==> src/rtl/alu_pkg.sv <==
package alu_pkg;
  localparam int ALU_DW   = 8;
  localparam int ALU_HALF = ALU_DW / 2;
  localparam int ALU_MSB  = ALU_DW - 1;

  typedef enum logic [3:0] {
    OP_ADD = 4'd0, OP_ADC = 4'd1, OP_SUB = 4'd2, OP_CMP = 4'd3,
    OP_NEG = 4'd4, OP_INC = 4'd5, OP_DEC = 4'd6, OP_CLR = 4'd7,
    OP_COM = 4'd8, OP_AND = 4'd9, OP_OR  = 4'd10, OP_XOR = 4'd11,
    OP_BIT = 4'd12, OP_ROL = 4'd13, OP_ROR = 4'd14, OP_NOP = 4'd15
  } alu_op_e;

  typedef struct packed {
    logic h;
    logic n;
    logic z;
    logic v;
    logic c;
  } alu_flags_t;

  typedef struct packed {
    logic [ALU_DW-1:0] res;
    logic              h;
    logic              v;
    logic              c;
  } arith_out_t;

  // x + y + ci with carry out, half carry and signed overflow
  function automatic arith_out_t add_fn(input logic [ALU_DW-1:0] x,
                                        input logic [ALU_DW-1:0] y,
                                        input logic ci);
    arith_out_t o;
    logic [ALU_DW:0]   s;
    logic [ALU_HALF:0] lo;
    s  = {1'b0, x} + {1'b0, y} + {{ALU_DW{1'b0}}, ci};
    lo = {1'b0, x[ALU_HALF-1:0]} + {1'b0, y[ALU_HALF-1:0]} + {{ALU_HALF{1'b0}}, ci};
    o.res = s[ALU_DW-1:0];
    o.c   = s[ALU_DW];
    o.h   = lo[ALU_HALF];
    o.v   = (x[ALU_MSB] == y[ALU_MSB]) && (s[ALU_MSB] != x[ALU_MSB]);
    return o;
  endfunction

  // x - y with borrow in the carry position
  function automatic arith_out_t sub_fn(input logic [ALU_DW-1:0] x,
                                        input logic [ALU_DW-1:0] y);
    arith_out_t o;
    logic [ALU_DW:0] d;
    d = {1'b0, x} - {1'b0, y};
    o.res = d[ALU_DW-1:0];
    o.c   = d[ALU_DW];
    o.h   = 1'b0;
    o.v   = (x[ALU_MSB] != y[ALU_MSB]) && (d[ALU_MSB] != x[ALU_MSB]);
    return o;
  endfunction
endpackage

==> src/rtl/alu_arith.sv <==
module alu_arith
  import alu_pkg::*;
(
  input  alu_op_e           op,
  input  logic [ALU_DW-1:0] a,
  input  logic [ALU_DW-1:0] b,
  input  logic              cin,
  output arith_out_t        ao,
  output logic              hit,
  output logic              c_upd,
  output logic              h_upd
);
  localparam logic [ALU_DW-1:0] ONE  = {{(ALU_DW-1){1'b0}}, 1'b1};
  localparam logic [ALU_DW-1:0] ZERO = '0;

  always_comb begin
    ao    = '0;
    hit   = 1'b1;
    c_upd = 1'b1;
    h_upd = 1'b0;
    unique case (op)
      OP_ADD: begin ao = add_fn(a, b, 1'b0); h_upd = 1'b1; end
      OP_ADC: begin ao = add_fn(a, b, cin);  h_upd = 1'b1; end
      OP_SUB,
      OP_CMP: ao = sub_fn(a, b);
      OP_NEG: ao = sub_fn(ZERO, a);
      OP_INC: begin ao = add_fn(a, ONE, 1'b0); c_upd = 1'b0; end
      OP_DEC: begin ao = sub_fn(a, ONE);       c_upd = 1'b0; end
      default: begin hit = 1'b0; c_upd = 1'b0; end
    endcase
  end
endmodule

==> src/rtl/alu_logic.sv <==
module alu_logic
  import alu_pkg::*;
(
  input  alu_op_e           op,
  input  logic [ALU_DW-1:0] a,
  input  logic [ALU_DW-1:0] b,
  input  logic              cin,
  output logic [ALU_DW-1:0] res,
  output logic              v,
  output logic              c,
  output logic              c_upd,
  output logic              hit
);
  always_comb begin
    res   = '0;
    v     = 1'b0;
    c     = 1'b0;
    c_upd = 1'b0;
    hit   = 1'b1;
    unique case (op)
      OP_CLR: c_upd = 1'b1;
      OP_COM: res = ~a;
      OP_AND,
      OP_BIT: res = a & b;
      OP_OR:  res = a | b;
      OP_XOR: res = a ^ b;
      OP_ROL: begin
        res   = {a[ALU_MSB-1:0], cin};
        c     = a[ALU_MSB];
        c_upd = 1'b1;
        v     = a[ALU_MSB-1] ^ a[ALU_MSB];
      end
      OP_ROR: begin
        res   = {cin, a[ALU_MSB:1]};
        c     = a[0];
        c_upd = 1'b1;
        v     = cin ^ a[0];
      end
      default: hit = 1'b0;
    endcase
  end
endmodule

==> src/rtl/alu_state.sv <==
module alu_state
  import alu_pkg::*;
(
  input  logic              clk,
  input  logic              rst_n,
  input  logic              upd,
  input  logic              wr_nxt,
  input  logic [ALU_DW-1:0] res_nxt,
  input  alu_flags_t        flg_nxt,
  output logic [ALU_DW-1:0] res_q,
  output logic              wr_q,
  output alu_flags_t        flg_q
);
  always_ff @(posedge clk or negedge rst_n) begin
    if (!rst_n) begin
      res_q <= '0;
      wr_q  <= 1'b0;
      flg_q <= '0;
    end else begin
      wr_q <= upd & wr_nxt;
      if (upd) begin
        flg_q <= flg_nxt;
        if (wr_nxt) res_q <= res_nxt;
      end
    end
  end
endmodule

==> src/rtl/acc_alu.sv <==
module acc_alu
  import alu_pkg::*;
(
  input  logic              clk,
  input  logic              rst_n,
  input  logic              op_valid,
  input  logic [3:0]        op_code,
  input  logic [ALU_DW-1:0] opnd_a,
  input  logic [ALU_DW-1:0] opnd_b,
  output logic [ALU_DW-1:0] result,
  output logic              wr_en,
  output logic [4:0]        flags
);
  alu_op_e           op;
  alu_flags_t        cur, nxt;
  arith_out_t        ar;
  logic              ar_hit, ar_cupd, ar_hupd;
  logic [ALU_DW-1:0] lg_res, val;
  logic              lg_v, lg_c, lg_cupd, lg_hit;
  // named events for the checker
  logic              known_op, test_op, flag_upd, c_upd, h_upd;

  assign op = alu_op_e'(op_code);

  alu_arith u_arith (
    .op(op), .a(opnd_a), .b(opnd_b), .cin(cur.c),
    .ao(ar), .hit(ar_hit), .c_upd(ar_cupd), .h_upd(ar_hupd)
  );

  alu_logic u_logic (
    .op(op), .a(opnd_a), .b(opnd_b), .cin(cur.c),
    .res(lg_res), .v(lg_v), .c(lg_c), .c_upd(lg_cupd), .hit(lg_hit)
  );

  assign known_op = ar_hit | lg_hit;
  assign test_op  = (op == OP_CMP) || (op == OP_BIT);
  assign flag_upd = op_valid & known_op;
  assign c_upd    = ar_hit ? ar_cupd : lg_cupd;
  assign h_upd    = ar_hupd;
  assign val      = ar_hit ? ar.res : lg_res;

  always_comb begin
    nxt.n = val[ALU_MSB];
    nxt.z = (val == '0);
    nxt.v = ar_hit ? ar.v : lg_v;
    nxt.c = c_upd ? (ar_hit ? ar.c : lg_c) : cur.c;
    nxt.h = h_upd ? ar.h : cur.h;
  end

  alu_state u_state (
    .clk(clk), .rst_n(rst_n), .upd(flag_upd), .wr_nxt(~test_op),
    .res_nxt(val), .flg_nxt(nxt),
    .res_q(result), .wr_q(wr_en), .flg_q(cur)
  );

  assign flags = cur;
endmodule

==> config.mk <==
export PLATFORM = sky130hd
export DESIGN_NAME = acc_alu
export DESIGN_NICKNAME = d
export VERILOG_FILES = /design/src/rtl/alu_pkg.sv /design/src/rtl/alu_arith.sv /design/src/rtl/alu_logic.sv /design/src/rtl/alu_state.sv /design/src/rtl/acc_alu.sv
export SDC_FILE = /design/constraint.sdc
export NUM_CORES = 1
export LEC_CHECK = 0
export ABC_AREA = 1
export BUFFER_PORTS_ARGS = -buffer_cell sky130_fd_sc_hd__buf_2
export CAP_MARGIN = 40
export CORE_MARGIN = 5
export CORE_UTILIZATION = 40
export DETAILED_ROUTE_END_ITERATION = 10
export GPL_TIMING_DRIVEN = 0
export PLACE_DENSITY = 0.68
export RECOVER_POWER = 100
export SKIP_LAST_GASP = 1
export SYNTH_ARGS = -nofsm -noshare
export SYNTH_HDL_FRONTEND = slang
export SYNTH_SLANG_ARGS = --single-unit
==> constraint.sdc <==
create_clock -name clk -period 2.8 [get_ports clk]
set_input_delay 0.14 -clock clk [delete_from_list [all_inputs] [get_ports clk]]
set_output_delay 0.14 -clock clk [all_outputs]
set_load 0.02 [all_outputs]
==> reports/metrics.csv <==
stage;metric;value;unit
run_status;status;complete, no violations;
layout;Final Instance Area;0.00315;mm^2
cts;H-Tree Level Count;1;
placed_design;Placer Congestion;0.990;
timing;Setup Skew;0.00335;ns
cts;Setup Buffers After CTS;0;
yosys;Compound-Gate Fraction of Synth Area;0.158;
cts;Num CTS Buffers;3;
placed_design;DP HPWL;7760;um
critical_path;Critical Path Fanout Max;7;
yosys;Yosys Warn Count;0;
yosys;count of cell types in the netlist;38;
grt;initial antenna violation count;0;
run;max-cap viol count;0;
timing;RSZ-0062 raised after global routing;false;
yosys;Async S/R FF share, synth;1.00;
yosys;top cell type's share of synthesized area;0.178;
floorplan;core area;0.00683;mm^2
grt;global-route wire length before repair;15600;um
timing;worst slew margin relative to its limit;0.431;
pwr;Power Total;0.000984;W
yosys;ranking of synthesized cells by area;nand2_1, ha_1, dfrtp_1, nand3_1, inv_1;
timing;number of hold violations in the final report;0;
drt;Post-route DRC;0;
timing;Final setup viols;0;
timing;setup TNS;0;ns
critical_path;crit path launch type;input pin;
yosys;number of synthesized flops with an enable pin;0;
timing;fin crit period;2.44;ns
drt;Vias;3411;
layout;nets;577;
grt;largest net degree at the start of global routing;15;
floorplan;Die ar.;0.00883;mm^2
drt;DR vias/cell;5.54;
critical_path;Critical Path Sink Type;flop;
yosys;Post-synth top flop;dfrtp_1;
layout;share of cells above drive strength 1;0.117;
drt;antenna-violating nets left;0;
critical_path;slowest CP cell;fa_1;
worst_hold_path;HP Class;input pin to flop;
drt;wire per inst;15.4;um
critical_path;CP required;2.90;ns
cts;maximum clock path buffer count;2;
critical_path;most used cell, CP;nand2_1;
yosys;Mapped Nets;535;
yosys;Syn Inst Count;479;
floorplan;Die Wd;94.0;um
timing;Worst Tran Pin Value;0.845;ns
yosys;multiplexer share of the synthesized area;0;
timing;Max Clk Rate;409;MHz
placed_design;Area after DPL;0.00312;mm^2
layout;Fill cells;768;
yosys;Post-Synth Adder-Cell Area;0.152;
drt;drt total wl;9510;um
grt;total track usage;0.222;
floorplan;Initial Util;0.413;
grt;GRT overflow;0;
pwr;Peak VDD IR;0.000125;V
yosys;Synth Cell Area;0.00282;mm^2
yosys;Post-Synth XOR/XNOR Area;0.0155;
timing;final critical-path share of the clock period;0.873;
layout;synthesis-to-finish area growth;11.7;%
critical_path;CP arrival;2.55;ns
timing;Slew Viols, Final;0;
timing;Final WS setup;0.355;ns
floorplan;row count;30;
layout;Antenna diodes;0;
critical_path;crit-path max cell delay;0.45;ns
yosys;flops & latches, synth;14;
pwr;pwr dens;313;mW/mm^2
critical_path;CP Cell Sequence;clkbuf_1 > ha_1 > fa_1 > nand2_1 > nand2_1 > nand3_1 > nand2_1 > nand2_1 > nand2_1 > inv_2 > nand3_1 > nand2_1 > nand2_1 > nand2_2 > nand3_2 > nor2_1 > o21ai_1;
cts;CTS clk-pin slew, worst paths;0.06;ns
drt;Starting DRT DRC Count;383;
yosys;largest family of logic cells by synthesized area;simple AND/OR/NAND/NOR gates;
cts;clock sink count;14;
cts;CTS tree;built;
floorplan;die height;94.0;um
grt;vias in the first global route;3245;
yosys;Synth area leader;nand2_1;
placed_design;# port buffers;36;
pwr;Pleak;1.66;nW
yosys;post-synthesis simple-gate area fraction;0.446;
yosys;Synth Area per Inst;5.89;um^2
placed_design;pre-CTS setup slack;0.290;ns
floorplan;num ports;37;
cts;CTS root buf;clkbuf_8;
cts;clock latency on the worst-skew pair;0.25;ns
drt;Pre-antenna DRT Iters;5;
critical_path;crit path kind;input pin to flop;
yosys;sequential area share after synthesis;0.124;
==> cells in the final DEF, fill, tap and decap left out, drive strengths merged <==
| master | instances |
|---|---|
| a211oi | 1 |
| o211ai | 1 |
| clkinv | 1 |
| nand4 | 11 |
| nand3 | 52 |
| and3 | 1 |
| or2 | 4 |
| o22ai | 13 |
| o2111ai | 3 |
| inv | 65 |
| a32o | 1 |
| o21bai | 1 |
| fa | 2 |
| dlygate4sd3 | 1 |
| nor3 | 7 |
| o221ai | 2 |
| ha | 31 |
| nor2 | 54 |
| xor2 | 5 |
| dfrtp | 14 |
| a21oi | 20 |
| nor4 | 1 |
| nand2 | 144 |
| a221oi | 1 |
| o21ai | 33 |
| buf | 26 |
| nand3b | 1 |
| a31oi | 1 |
| o31ai | 1 |
| clkbuf | 22 |
==> final timing paths <==
| check | startpoint | endpoint | slack, ns | cells past startpoint |
|---|---|---|---|---|
| worst max-delay path | opnd_a[0] | u_state.flg_q[3] | 0.36 | 17 |
| worst min-delay path | opnd_a[7] | u_state.flg_q[1] | 0.41 | 6 |
| worst max register to register | u_state.flg_q[0] | u_state.flg_q[0] | 0.60 | 12 |
| worst min register to register | u_state.res_q[5] | u_state.res_q[5] | 0.48 | 2 |
| max in group asynchronous | rst_n | u_state.res_q[7] | 1.88 | 2 |
| min in group asynchronous | rst_n | u_state.res_q[3] | 0.47 | 2 |
==> kinds of logic after synthesis <==
family | Yosys count
buffers and inverters | 74
AOI/OAI and AO/OA | 78
adders and majority gates | 33
xor gates and xnor gates | 5
DFF | 14
and+or+nand+nor | 275
==> repair_timing <==
item	in CTS	in global routing
resized for setup	0	0
hold endpoints to repair	14	0
hold buffers	1	0
==> power by group <==
group	internal, W	switching [W]
clock network	0.000125	0.0000691
logic	0.000164	0.000373
registers	0.000232	0.0000212
total	0.000521	0.000463
==> through the flow <==
stage	util	cells	hold slack, ns
5_1_grt	0.461	616	0.446
3_3_place_gp	0.457	611	0.0445
2_1_floorplan	-	479	-0.156
4_1_cts	0.466	616	0.313
6_report	0.461	616	0.411
3_5_place_dp	0.457	611	0.0455
==> worst max-delay path, delay by kind of cell <==
family          cells  cell delay (ns)
fa+ha+maj           2             0.76
compound gates      1             0.08
buf+inv             2             0.26
simple gates       12             1.28
==> cell type report <==
class / count / area (um^2) / share of cell area
plain buffers: 8 / 43.8 / 0.0139
inverters: 66 / 250 / 0.0795
clock buffers: 4 / 55.1 / 0.0175
well taps: 96 / 120 / 0.0381
multi-input cells: 391 / 2160 / 0.686
flip-flops and latches: 14 / 350 / 0.111
repair buffers: 37 / 170 / 0.0540
==> metal layers <==
metal | share of wire | routed length (um) | track usage | up-vias
met5 | 0 | 0 | 0 | -
met4 | 0.031 | 297 | 0.0806 | 0
met3 | 0.081 | 768 | 0.0184 | 26
met2 | 0.45 | 4250 | 0.362 | 161
met1 | 0.44 | 4190 | 0.304 | 1563
li1 | - | - | - | 1661
==> flip-flops by register name, indices dropped and copies added, names as in the netlist <==
name           cells
u_state.wr_q       1
u_state.flg_q      5
u_state.res_q      8
==> cells in the mapped netlist, types with 3 or more instances <==
cell	count
nand2_1	134
dfrtp_1	14
nand2_4	3
o22ai_1	13
o21ai_0	26
nand3_2	5
inv_2	5
nor2_4	3
nor2_2	5
or2_2	4
xor2_1	5
nand2_2	7
nor2_1	46
a21oi_1	20
nand4_1	11
nor3_1	6
inv_1	59
buf_2	6
o2111ai_1	3
o21ai_1	7
nand3_1	47
ha_1	31
(Power assumes the default switching activity.)
